==> src/rtl/hp_pkg.sv <==
// Package: shared types and constants of the slot hotplug bank.
// Assumes a host word of 32 bits and byte offsets on a 4-bit address.
package hp_pkg;

    localparam int BUS_W   = 32;
    localparam int ADDR_W  = 4;
    localparam int GPE_W   = 8;
    localparam int GPE_BIT = 1;

    localparam logic [ADDR_W-1:0] OFS_UP    = 4'h0;
    localparam logic [ADDR_W-1:0] OFS_DOWN  = 4'h4;
    localparam logic [ADDR_W-1:0] OFS_EJECT = 4'h8;
    localparam logic [ADDR_W-1:0] OFS_RMV   = 4'hC;

    typedef enum logic [1:0] {
        EV_COLD   = 2'd0,
        EV_INSERT = 2'd1,
        EV_REMOVE = 2'd2,
        EV_NONE   = 2'd3
    } ev_kind_t;

    typedef enum logic {
        ST_IDLE = 1'b0,
        ST_WALK = 1'b1
    } walk_st_t;

endpackage

==> src/rtl/hp_lowest_pick.sv <==
// Module: isolates the lowest set bit of a vector as a one-hot word.
// Assumes nothing about the input; an all-zero input gives all-zero output.
module hp_lowest_pick #(
    parameter int N = 32
) (
    input  logic [N-1:0] vec,
    output logic [N-1:0] onehot,
    output logic         any
);

    logic [N:0] seen;

    assign seen[0] = 1'b0;

    // Ripple a "lower bit already set" flag and keep the first hit.
    for (genvar i = 0; i < N; i++) begin : g_bit
        assign seen[i+1]  = seen[i] | vec[i];
        assign onehot[i]  = vec[i] & ~seen[i];
    end

    assign any = seen[N];

endmodule

==> src/rtl/hp_bus_decode.sv <==
// Module: decodes host accesses into register selects and the eject strobe.
// Assumes one access per cycle; only full-word byte enables are honoured.
module hp_bus_decode
    import hp_pkg::*;
#(
    parameter int NSLOT = 32
) (
    input  logic              bus_valid,
    input  logic              bus_write,
    input  logic [ADDR_W-1:0] bus_addr,
    input  logic [3:0]        bus_be,
    input  logic [BUS_W-1:0]  bus_wdata,
    input  logic              accept,
    output logic              rd_en,
    output logic              rd_full,
    output logic [3:0]        rd_sel,
    output logic              eject_wr,
    output logic [NSLOT-1:0]  eject_vec
);

    logic full;

    // Classify the access: full-word and read or eject write.
    always_comb begin
        full     = (bus_be == 4'hF);
        rd_en    = bus_valid && !bus_write;
        rd_full  = full;
        rd_sel   = {bus_addr == OFS_RMV, bus_addr == OFS_EJECT,
                    bus_addr == OFS_DOWN, bus_addr == OFS_UP};
        eject_wr = bus_valid && bus_write && full && accept &&
                   (bus_addr == OFS_EJECT);
    end

    // Take the slot-wide part of the written word as the eject request.
    for (genvar i = 0; i < NSLOT; i++) begin : g_ej
        assign eject_vec[i] = bus_wdata[i];
    end

endmodule

==> src/rtl/hp_read_port.sv <==
// Module: registers the host read data for the four hotplug words.
// Assumes NSLOT <= BUS_W; upper bits of narrower masks read as zero.
module hp_read_port
    import hp_pkg::*;
#(
    parameter int NSLOT = 32
) (
    input  logic              clk,
    input  logic              rst_n,
    input  logic              rd_en,
    input  logic              rd_full,
    input  logic [3:0]        rd_sel,
    input  logic [NSLOT-1:0]  up_mask,
    input  logic [NSLOT-1:0]  down_mask,
    input  logic [NSLOT-1:0]  rmv_mask,
    output logic [BUS_W-1:0]  rdata,
    output logic              rvalid
);

    logic [BUS_W-1:0] up_w, down_w, rmv_w, mux_w;

    // Widen each slot mask to a host word.
    for (genvar i = 0; i < BUS_W; i++) begin : g_ext
        if (i < NSLOT) begin : g_in
            assign up_w[i]   = up_mask[i];
            assign down_w[i] = down_mask[i];
            assign rmv_w[i]  = rmv_mask[i];
        end else begin : g_pad
            assign up_w[i]   = 1'b0;
            assign down_w[i] = 1'b0;
            assign rmv_w[i]  = 1'b0;
        end
    end

    // Select the word for the addressed register; eject reads as zero.
    always_comb begin
        mux_w = '0;
        if (rd_full) begin
            unique case (1'b1)
                rd_sel[0]: mux_w = up_w;
                rd_sel[1]: mux_w = down_w;
                rd_sel[3]: mux_w = rmv_w;
                default:   mux_w = '0;
            endcase
        end
    end

    // Capture read data and its valid flag one cycle after the request.
    always_ff @(posedge clk) begin
        if (!rst_n) begin
            rdata  <= '0;
            rvalid <= 1'b0;
        end else begin
            rvalid <= rd_en;
            rdata  <= rd_en ? mux_w : '0;
        end
    end

endmodule

==> src/rtl/hp_slot_state.sv <==
// Module: holds present, pending and enable masks, the event status bit
// and the rebuild sequencer. Assumes event vectors are one-hot or zero.
module hp_slot_state
    import hp_pkg::*;
#(
    parameter int NSLOT = 32
) (
    input  logic             clk,
    input  logic             rst_n,
    input  logic             eject_wr,
    input  logic [NSLOT-1:0] eject_vec,
    input  logic [NSLOT-1:0] cold_vec,
    input  logic [NSLOT-1:0] ins_vec,
    input  logic [NSLOT-1:0] rem_vec,
    input  logic             rebuild_req,
    input  logic             gpe_ack,
    input  logic [NSLOT-1:0] fixed_slots,
    input  logic [NSLOT-1:0] occupied_slots,
    output logic [NSLOT-1:0] present_mask,
    output logic [NSLOT-1:0] down_mask,
    output logic [NSLOT-1:0] hpen_mask,
    output logic [GPE_W-1:0] gpe_status,
    output logic             busy
);

    walk_st_t         st_q, st_d;
    logic [NSLOT-1:0] present_d, down_d, hpen_d;
    logic [NSLOT-1:0] pick_src, pick_oh;
    logic             pick_any;
    logic             hot_evt;

    // Walking uses the pending mask; idle uses the eject write value.
    assign pick_src = (st_q == ST_WALK) ? down_mask :
                      (eject_wr ? eject_vec : '0);

    hp_lowest_pick #(.N(NSLOT)) u_pick (
        .vec    (pick_src),
        .onehot (pick_oh),
        .any    (pick_any)
    );

    assign hot_evt = |(ins_vec | rem_vec);
    assign busy    = (st_q == ST_WALK);

    // Next-state of masks and sequencer.
    always_comb begin
        st_d      = st_q;
        present_d = present_mask;
        down_d    = down_mask;
        hpen_d    = hpen_mask;
        if (st_q == ST_IDLE) begin
            if (rebuild_req) begin
                st_d = ST_WALK;
            end else begin
                if (pick_any) begin
                    down_d    = down_d & ~pick_oh;
                    present_d = present_d & ~(pick_oh & ~fixed_slots);
                end
                present_d = present_d | cold_vec | ins_vec;
                down_d    = down_d | rem_vec;
            end
        end else begin
            if (pick_any) begin
                down_d    = down_mask & ~pick_oh;
                present_d = present_mask & ~(pick_oh & ~fixed_slots);
            end else begin
                hpen_d    = ~fixed_slots;
                present_d = occupied_slots;
                st_d      = ST_IDLE;
            end
        end
    end

    // Register masks and sequencer state.
    always_ff @(posedge clk) begin
        if (!rst_n) begin
            st_q         <= ST_IDLE;
            present_mask <= '0;
            down_mask    <= '0;
            hpen_mask    <= '1;
        end else begin
            st_q         <= st_d;
            present_mask <= present_d;
            down_mask    <= down_d;
            hpen_mask    <= hpen_d;
        end
    end

    // Hold the hotplug event status bit; a new event wins over the clear.
    always_ff @(posedge clk) begin
        if (!rst_n) begin
            gpe_status <= '0;
        end else if (hot_evt) begin
            gpe_status[GPE_BIT] <= 1'b1;
        end else if (gpe_ack) begin
            gpe_status[GPE_BIT] <= 1'b0;
        end
    end

endmodule

==> src/rtl/hp_slot_bank.sv <==
// Module: top of the slot hotplug bank; decodes sideband events into slot
// vectors and joins host decode, state and read port.
// Assumes ev_slot values at or above NSLOT are dropped.
module hp_slot_bank
    import hp_pkg::*;
#(
    parameter int NSLOT = 32,
    localparam int SW   = $clog2(NSLOT)
) (
    input  logic              clk,
    input  logic              rst_n,
    input  logic              bus_valid,
    input  logic              bus_write,
    input  logic [3:0]        bus_addr,
    input  logic [3:0]        bus_be,
    input  logic [31:0]       bus_wdata,
    output logic [31:0]       bus_rdata,
    output logic              bus_rvalid,
    input  logic              ev_valid,
    input  logic [1:0]        ev_kind,
    input  logic [SW-1:0]     ev_slot,
    input  logic [NSLOT-1:0]  fixed_slots,
    input  logic [NSLOT-1:0]  occupied_slots,
    input  logic              rebuild_req,
    input  logic              gpe_ack,
    output logic [7:0]        gpe_status,
    output logic              busy
);

    logic             accept;
    logic             rd_en, rd_full, eject_wr;
    logic [3:0]       rd_sel;
    logic [NSLOT-1:0] eject_vec, cold_vec, ins_vec, rem_vec;
    logic [NSLOT-1:0] present_mask, down_mask, hpen_mask;
    ev_kind_t         kind;

    assign accept = !busy && !rebuild_req;
    assign kind   = ev_kind_t'(ev_kind);

    // Expand an accepted event into per-kind one-hot slot vectors.
    for (genvar i = 0; i < NSLOT; i++) begin : g_ev
        logic hit;
        assign hit         = ev_valid && accept && (ev_slot == SW'(i));
        assign cold_vec[i] = hit && (kind == EV_COLD);
        assign ins_vec[i]  = hit && (kind == EV_INSERT);
        assign rem_vec[i]  = hit && (kind == EV_REMOVE);
    end

    hp_bus_decode #(.NSLOT(NSLOT)) u_dec (
        .bus_valid (bus_valid),
        .bus_write (bus_write),
        .bus_addr  (bus_addr),
        .bus_be    (bus_be),
        .bus_wdata (bus_wdata),
        .accept    (accept),
        .rd_en     (rd_en),
        .rd_full   (rd_full),
        .rd_sel    (rd_sel),
        .eject_wr  (eject_wr),
        .eject_vec (eject_vec)
    );

    hp_slot_state #(.NSLOT(NSLOT)) u_state (
        .clk            (clk),
        .rst_n          (rst_n),
        .eject_wr       (eject_wr),
        .eject_vec      (eject_vec),
        .cold_vec       (cold_vec),
        .ins_vec        (ins_vec),
        .rem_vec        (rem_vec),
        .rebuild_req    (rebuild_req),
        .gpe_ack        (gpe_ack),
        .fixed_slots    (fixed_slots),
        .occupied_slots (occupied_slots),
        .present_mask   (present_mask),
        .down_mask      (down_mask),
        .hpen_mask      (hpen_mask),
        .gpe_status     (gpe_status),
        .busy           (busy)
    );

    hp_read_port #(.NSLOT(NSLOT)) u_rd (
        .clk       (clk),
        .rst_n     (rst_n),
        .rd_en     (rd_en),
        .rd_full   (rd_full),
        .rd_sel    (rd_sel),
        .up_mask   (present_mask & hpen_mask),
        .down_mask (down_mask),
        .rmv_mask  (hpen_mask),
        .rdata     (bus_rdata),
        .rvalid    (bus_rvalid)
    );

endmodule

==> config.mk <==
export PLATFORM = sky130hd
export DESIGN_NAME = hp_slot_bank
export DESIGN_NICKNAME = d
export VERILOG_FILES = /design/src/rtl/hp_pkg.sv /design/src/rtl/hp_lowest_pick.sv /design/src/rtl/hp_bus_decode.sv /design/src/rtl/hp_read_port.sv /design/src/rtl/hp_slot_state.sv /design/src/rtl/hp_slot_bank.sv
export SDC_FILE = /design/constraint.sdc
export NUM_CORES = 1
export LEC_CHECK = 0
export ABC_AREA = 1
export BUFFER_PORTS_ARGS = -buffer_cell sky130_fd_sc_hd__buf_2
export CAP_MARGIN = 20
export CORE_MARGIN = 1.5
export CORE_UTILIZATION = 25
export DETAILED_ROUTE_END_ITERATION = 10
export GPL_TIMING_DRIVEN = 0
export PLACE_DENSITY = 0.39
export SLEW_MARGIN = 15
export SYNTH_ARGS = -nofsm -noshare
export SYNTH_HDL_FRONTEND = slang
export SYNTH_HIERARCHICAL = 1
export SYNTH_SLANG_ARGS = --single-unit
==> constraint.sdc <==
create_clock -name clk -period 5.1 [get_ports clk]
set_clock_uncertainty 0.2 [all_clocks]
set_input_delay 0.51 -clock clk [delete_from_list [all_inputs] [get_ports clk]]
set_output_delay 0.51 -clock clk [all_outputs]
set_load 0.03 [all_outputs]
==> results of run 1 <==
## repair_timing
item | in CTS | in global routing
hold buffers | 0 | 0
buffers inserted | 4 | 1
gates resized for setup | 2 | 18
setup endpoints to repair | 97 | 94
pin swaps | 1 | 3
## cell usage in the layout, fill, tap and decap left out, types with 2 or more instances in the layout
cell and n:
a21oi_1 97, buf_1 9, buf_2 137, buf_4 52
buf_6 30, buf_8 2, bufinv_16 3, clkbuf_1 15
clkbuf_16 17, clkbuf_2 2, clkbuf_8 2, clkinvlp_4 4
conb_1 7, dfxtp_1 130, inv_1 148, inv_2 5
inv_6 6, nand2_1 461, nand3_1 68, nand3_2 3
nand4_1 2, nand4_2 3, nand4_4 3, nor2_1 72
nor2_2 7, nor2_4 10, nor3_1 73, nor3_2 34
nor4_1 3, o21ai_0 52, o21ai_1 44, o31ai_1 32
or2_2 2
## metrics by stage
step,util,cells,hold slack (ns)
finish,0.309,1998,0.0624
global route,0.309,1998,0.0494
CTS,0.307,1996,0.0345
detailed placement,0.288,1962,0.256
global placement,0.288,1961,0.254
floorplan,-,1386,0.243
## report_power, final
part / switching, mW / internal [mW]
combinational: 0.259 / 0.137
sequential: 0.0239 / 1.06
clock: 0.543 / 0.789
total: 0.826 / 1.98
## worst max path at each step
stage | cells past startpoint | end | slack, ns | startpoint
after CTS | 31 | u_state/present_mask[24] | 0.04 | u_state/busy
final | 32 | u_state/present_mask[24] | 0.36 | u_state/busy
after detailed placement | 34 | u_state/present_mask[24] | -1.05 | rebuild_req
after global routing | 31 | u_state/present_mask[19] | 0.02 | u_state/busy
after floorplan | 29 | u_state/hpen_mask[17] | 0.94 | u_state/busy
after global placement | 33 | u_state/present_mask[24] | -1.14 | rebuild_req
## per-layer routing
layer  GRT usage  share of wire
met2       0.322           0.45
met4      0.0443          0.012
met3      0.0323          0.039
met1       0.279           0.50
met5           0              0
## flip-flops by register name (all words and copies together), names as in the netlist
name,count
u_state/present_mask,32
u_state/hpen_mask,32
u_state/down_mask,32
u_rd/rdata,32
u_state/gpe_status,1
u_state/busy,1
u_rd/rvalid,1
## worst reg2reg max path, delay by kind of cell, from the launching register on
family	cells	cell delay, ns
AOI/OAI and AO/OA	1	0.14
buffers and inverters	9	1.24
DFF	1	0.39
and+or+nand+nor	22	2.70
## area by class of cell
| cell class | instances | area (um2) |
|---|---|---|
| plain buffers | 122 | 920 |
| clock inverters | 13 | 173 |
| inverters | 155 | 586 |
| flip-flops and latches | 131 | 2630 |
| fillers | 3966 | 23700 |
| repair buffers | 127 | 658 |
| multi-input cells | 977 | 4660 |
| clock buffers | 18 | 439 |
| well taps | 455 | 569 |
==> flow_summary.yaml, run 1 <==
status:
  status: "complete, no violations"
placed_design:
  post-place-ws_ns: -1.05
  post-dp-hpwl_um: 27700
  globalplace.congestion: 0.906
  placed_cell_area_um2: 9900
  port-buffer-count: 120
cts:
  clock_path_buffers: 2
  tritoncts: "yes"
  root_buffer: "clkbuf_16"
  worstSkewPairLatency_ns: 0.44
  clkSinkCount: 131
  cts_buffers: 17
  htree_levels: 4
  clkTransAtPathRegs_ns: 0.07
logic_synthesis:
  synth.cell_area_um2: 8700
  syn_inst: 1380
  syn_area_per_cell_um2: 6.30
  yosys_warnings: 6
routing:
  firstDrtPassIters: 5
  postRouteAntennaNets: 0
  wl_um: 35500
  vias_per_cell: 4.57
  routed-via-count: 9122
  wl_per_cell_um: 17.8
  drc: 0
  dr.first_iter.drc_count: 712
cells_and_area:
  synthToLayoutAreaGrowth_pct: 22.2
  final_cell_area_um2: 10600
  antenna_cells: 0
  drive_above_1_share: 0.213
  fin_nets: 1649
worst_setup_path:
  rrSetupSlack_ns: 0.36
  cp_top_family: "simple AND/OR/NAND/NOR gates"
  crit_path_end_kind: "register"
  arrival_ns: 4.91
  critPathBufInv: 9
  worst-r2r-cell-count: 32
  timing.critical_path.mode_cell: "nor2_4"
  timing.rr.end: "u_state/present_mask[24]"
  crit_slowest_cell: "dfxtp_4"
  worstSetupStartpointType: "register"
  max_stage_delay_ns: 0.39
  cp_max_fo: 10
  r2r_start: "u_state/busy"
  worstSetupPathType: "register to register"
  cp_data_required_time_ns: 5.26
power_and_ir_drop:
  p_leak_nw: 4.90
  p_per_area_nw_per_um2: 264
  fin_total_pwr_mw: 2.81
  ir_drop_mv: 0.176
grt:
  antenna_found_initial: 0
  grt_max_degree: 17
  overflow: 0
  first_global_vias: 8700
  grt_first_pass_wirelength_um: 53400
  grt_usage: 0.200
sta:
  hold_viol_final: 0
  tns_ns: 0
  slew_headroom: 0.311
  rsz0062_at_grt: "false"
  fmax_ghz: 0.211
  worst_slack_ns: 0.359
  worst_slew_pin_slew_ns: 1.03
  setup_violations: 0
  finalCritPeriodShare: 0.930
  fin_crit_ns: 4.74
  final_max_slew_viol_count: 0
floorplanning:
  fp.dieW_um: 190
  start_util: 0.253
  ios: 160
  fp-row-count: 68
  core_area_um2: 34400
  dieArea_um2: 35900
  die_y_um: 190
min_path:
  hp-start: "fixed_slots[16]"
  whs_endpoint: "u_state/hpen_mask[16]"
  holdCritPathClass: "input port to register"
  hold_path_depth: 2
flow_run:
  cap_violations: 0
No activity file was read; power rests on OpenSTA's default activity.
==> run 2: changes to the inputs <==
--- a/config.mk
+++ b/config.mk
@@ -5,14 +5,14 @@
 export SDC_FILE = /design/constraint.sdc
 export NUM_CORES = 1
 export LEC_CHECK = 0
-export ABC_AREA = 1
 export BUFFER_PORTS_ARGS = -buffer_cell sky130_fd_sc_hd__buf_2
 export CAP_MARGIN = 20
 export CORE_MARGIN = 1.5
 export CORE_UTILIZATION = 25
 export DETAILED_ROUTE_END_ITERATION = 10
 export GPL_TIMING_DRIVEN = 0
-export PLACE_DENSITY = 0.39
+export PLACE_DENSITY = 0.4
+export RECOVER_POWER = 25
 export SLEW_MARGIN = 15
 export SYNTH_ARGS = -nofsm -noshare
 export SYNTH_HDL_FRONTEND = slang
==> run 2 against run 1 <==
The flow now finishes with violations (DRC). Sequential power hardly changed. Largest cell class unchanged. Combinational power is 12% lower. Highest routed layer unchanged. Synthesized area is 9.8% lower. Non-clock buffer count is 10 higher.
==> flow_summary.yaml, run 2 <==
status:
  status: "finished with violations"
  violations: "DRC"
cts:
  clock_path_buffers: 2
  clkSinkCount: 131
  postCtsSetupBuffers: 0
  htree_levels: 4
  root_buffer: "clkbuf_16"
  worstSkewPairLatency_ns: 0.43
  clkTransAtPathRegs_ns: 0.07
  cts_buffers: 17
  tritoncts: "yes"
floorplanning:
  ios: 160
  dieArea_um2: 32400
  die_y_um: 180
  core_area_um2: 30700
  fp.dieW_um: 180
  start_util: 0.255
  fp-row-count: 64
grt:
  antenna_found_initial: 0
  overflow: 0
  grt_usage: 0.209
  first_global_vias: 8089
  grt_first_pass_wirelength_um: 50900
  grt_max_degree: 17
sta:
  setup_violations: 0
  fin_hold_ws_ns: 0.106
  final_max_slew_viol_count: 0
  hold_viol_final: 0
  tns_ns: 0
  fin_crit_ns: 4.84
  fmax_ghz: 0.207
  slew_headroom: 0.464
  finalCritPeriodShare: 0.948
  rsz0062_at_grt: "false"
  worst_slew_pin_slew_ns: 0.804
worst_setup_path:
  cp-endpoint: "u_state/hpen_mask[22]"
  cp_max_fo: 10
  worstSetupPathType: "register to register"
  crit_slowest_cell: "or4_1"
  worstSetupStartpointType: "register"
  cp-startpoint: "u_state/busy"
  arrival_ns: 4.91
  crit_path_end_kind: "register"
  timing.rr.end: "u_state/hpen_mask[22]"
  max_stage_delay_ns: 0.59
  cp_top_family: "simple AND/OR/NAND/NOR gates"
  cp_data_required_time_ns: 5.18
  rrSetupSlack_ns: 0.26
  r2r_start: "u_state/busy"
  worst-r2r-cell-count: 16
  crit_chain: "nor2_1 > and3_1 > and3_1 > nor2b_1 > clkbuf_1 > clkbuf_2 > a22o_1 > nor4_4 > nand3b_2 > or4_1 > buf_2 > inv_1 > nand2_2 > clkbuf_1 > nand2_1 > o211ai_1"
  cp.depth: 16
  critPathBufInv: 5
cells_and_area:
  antenna_cells: 0
  regArea_um2: 2620
  layout_common_cells: "dfxtp_1 (131), buf_2 (123), nor3_1 (108)"
  fillers: 3415
  multiInputGateArea_um2: 4220
  final_common_cell: "dfxtp_1"
  drive_above_1_share: 0.234
  fin_nets: 1246
  finalNonFillerCells: 1537
  final_cell_area_um2: 9520
  synthToLayoutAreaGrowth_pct: 21.4
min_path:
  holdCritPathClass: "input port to register"
  hold_path_depth: 2
placed_design:
  numPlacedInstances: 1505
  port-buffer-count: 120
  placed_cell_area_um2: 8960
  globalplace.congestion: 0.901
  post-dp-hpwl_um: 25700
logic_synthesis:
  syn_area_per_cell_um2: 7.98
  yosys_warnings: 6
  async_reset_ff_frac: 0
  yosys-top-cells-count: "dfxtp_1 (131), nor3_1 (107), nand2_1 (102)"
  yosysTopAreaCell: "dfxtp_1"
  post-synth-top-count-cell: "dfxtp_1"
  synth_flop_cell: "dfxtp_1"
  synth_edf_count: 0
  synth.cell_area_um2: 7840
  ys_types: 53
  synth_seq_cells: 131
  yosys-top-cells-area: "dfxtp_1 (33%), nor3_1 (6.8%), nand2_1 (4.9%), nor3_2 (4.9%), o21ai_0 (4.8%)"
  synth_top_area_frac: 0.335
  syn_inst: 983
  seq_area_frac_synth: 0.335
power_and_ir_drop:
  ir_drop_mv: 0.220
  swShare: 0.289
  clkPwrFrac: 0.482
  seqPwrFrac: 0.393
  p_int_mw: 1.97
  switching_power_mw: 0.799
  pwr-share-comb: 0.126
  p_per_area_nw_per_um2: 291
  p_leak_nw: 3.30
  fin_total_pwr_mw: 2.77
routing:
  firstDrtPassIters: 9
  wl_um: 34100
  routed-via-count: 8087
  wl_per_cell_um: 22.2
  drc: 9
  vias_per_cell: 5.26
  postRouteAntennaNets: 0
  dr.first_iter.drc_count: 743
flow_run:
  cap_violations: 0
[run 2: cell types whose count changed in the layout (fill, tap and decap cells not counted), moves of 33 or more]
| cell | delta |
|---|---|
| nand2_1 | -359 |
| inv_1 | -107 |
| a21oi_1 | -64 |
| nor2_1 | -64 |
| nand3_1 | -61 |
| clkbuf_1 | +48 |
| nor3_1 | +35 |
| and2_1 | +33 |
[run 2: cell families (layout without fill, tap and decap cells)]
kind of cell | count (synthesis) | after routing | synth area share
compound gates | 292 | 292 | 0.250
buf+inv | 181 | 333 | 0.129
flops | 131 | 131 | 0.335
other cells | 1 | 7 | 0.000478
simple gates | 378 | 378 | 0.286
[run 2: worst min-delay path by stage]
stage	endpoint	startpoint	slack (ns)
finish	u_state/hpen_mask[25]	fixed_slots[25]	0.11
global route	u_state/hpen_mask[2]	fixed_slots[2]	0.10
CTS	u_state/hpen_mask[25]	fixed_slots[25]	0.09
detailed placement	u_state/present_mask[30]	u_state/present_mask[30]	0.28
global placement	u_state/present_mask[30]	u_state/present_mask[30]	0.27
floorplan	u_state/present_mask[30]	u_state/present_mask[30]	0.25
[run 2: per-layer routing]
layer  vias up  wire [um]  track usage
met2       325      15700        0.339
met5         -          0            0
met4         0        715       0.0645
li1       3881          -            -
met1      3854      15600        0.286
met3        27       2150       0.0321
[run 2: layout make-up]
type                    instances  share of cell area
plain buffers                 139              0.0880
clock buffers                  17              0.0447
clock inverters                15              0.0202
inverters                      42              0.0166
multi-input cells             677               0.444
flip-flops and latches        131               0.275
well taps                     396              0.0520
repair buffers                120              0.0594
[run 2: stage by stage]
step	utilization	worst slack, ns
after CTS	0.311	0.0830
after detailed placement	0.291	-0.0935
after global placement	0.291	-0.0809
after floorplan	-	1.39
final	0.310	0.265
after global routing	0.310	0.0262
[run 2: power by group through the flow]
| stage | clock (mW) | sequential [mW] | combinational (mW) |
|---|---|---|---|
| after detailed placement | 0 | 1.11 | 0.349 |
| after global placement | 0 | 1.11 | 0.348 |
| final | 1.33 | 1.09 | 0.348 |
| after global routing | 1.41 | 1.09 | 0.377 |
| after floorplan | 0 | 1.10 | 0.210 |
| after CTS | 1.37 | 1.09 | 0.350 |
[run 2: what timing repair did]
action | in CTS | in global routing
setup endpoints to repair | 0 | 63
hold buffers | 0 | 0
resized for setup | 0 | 9
hold endpoints to repair | 0 | 0
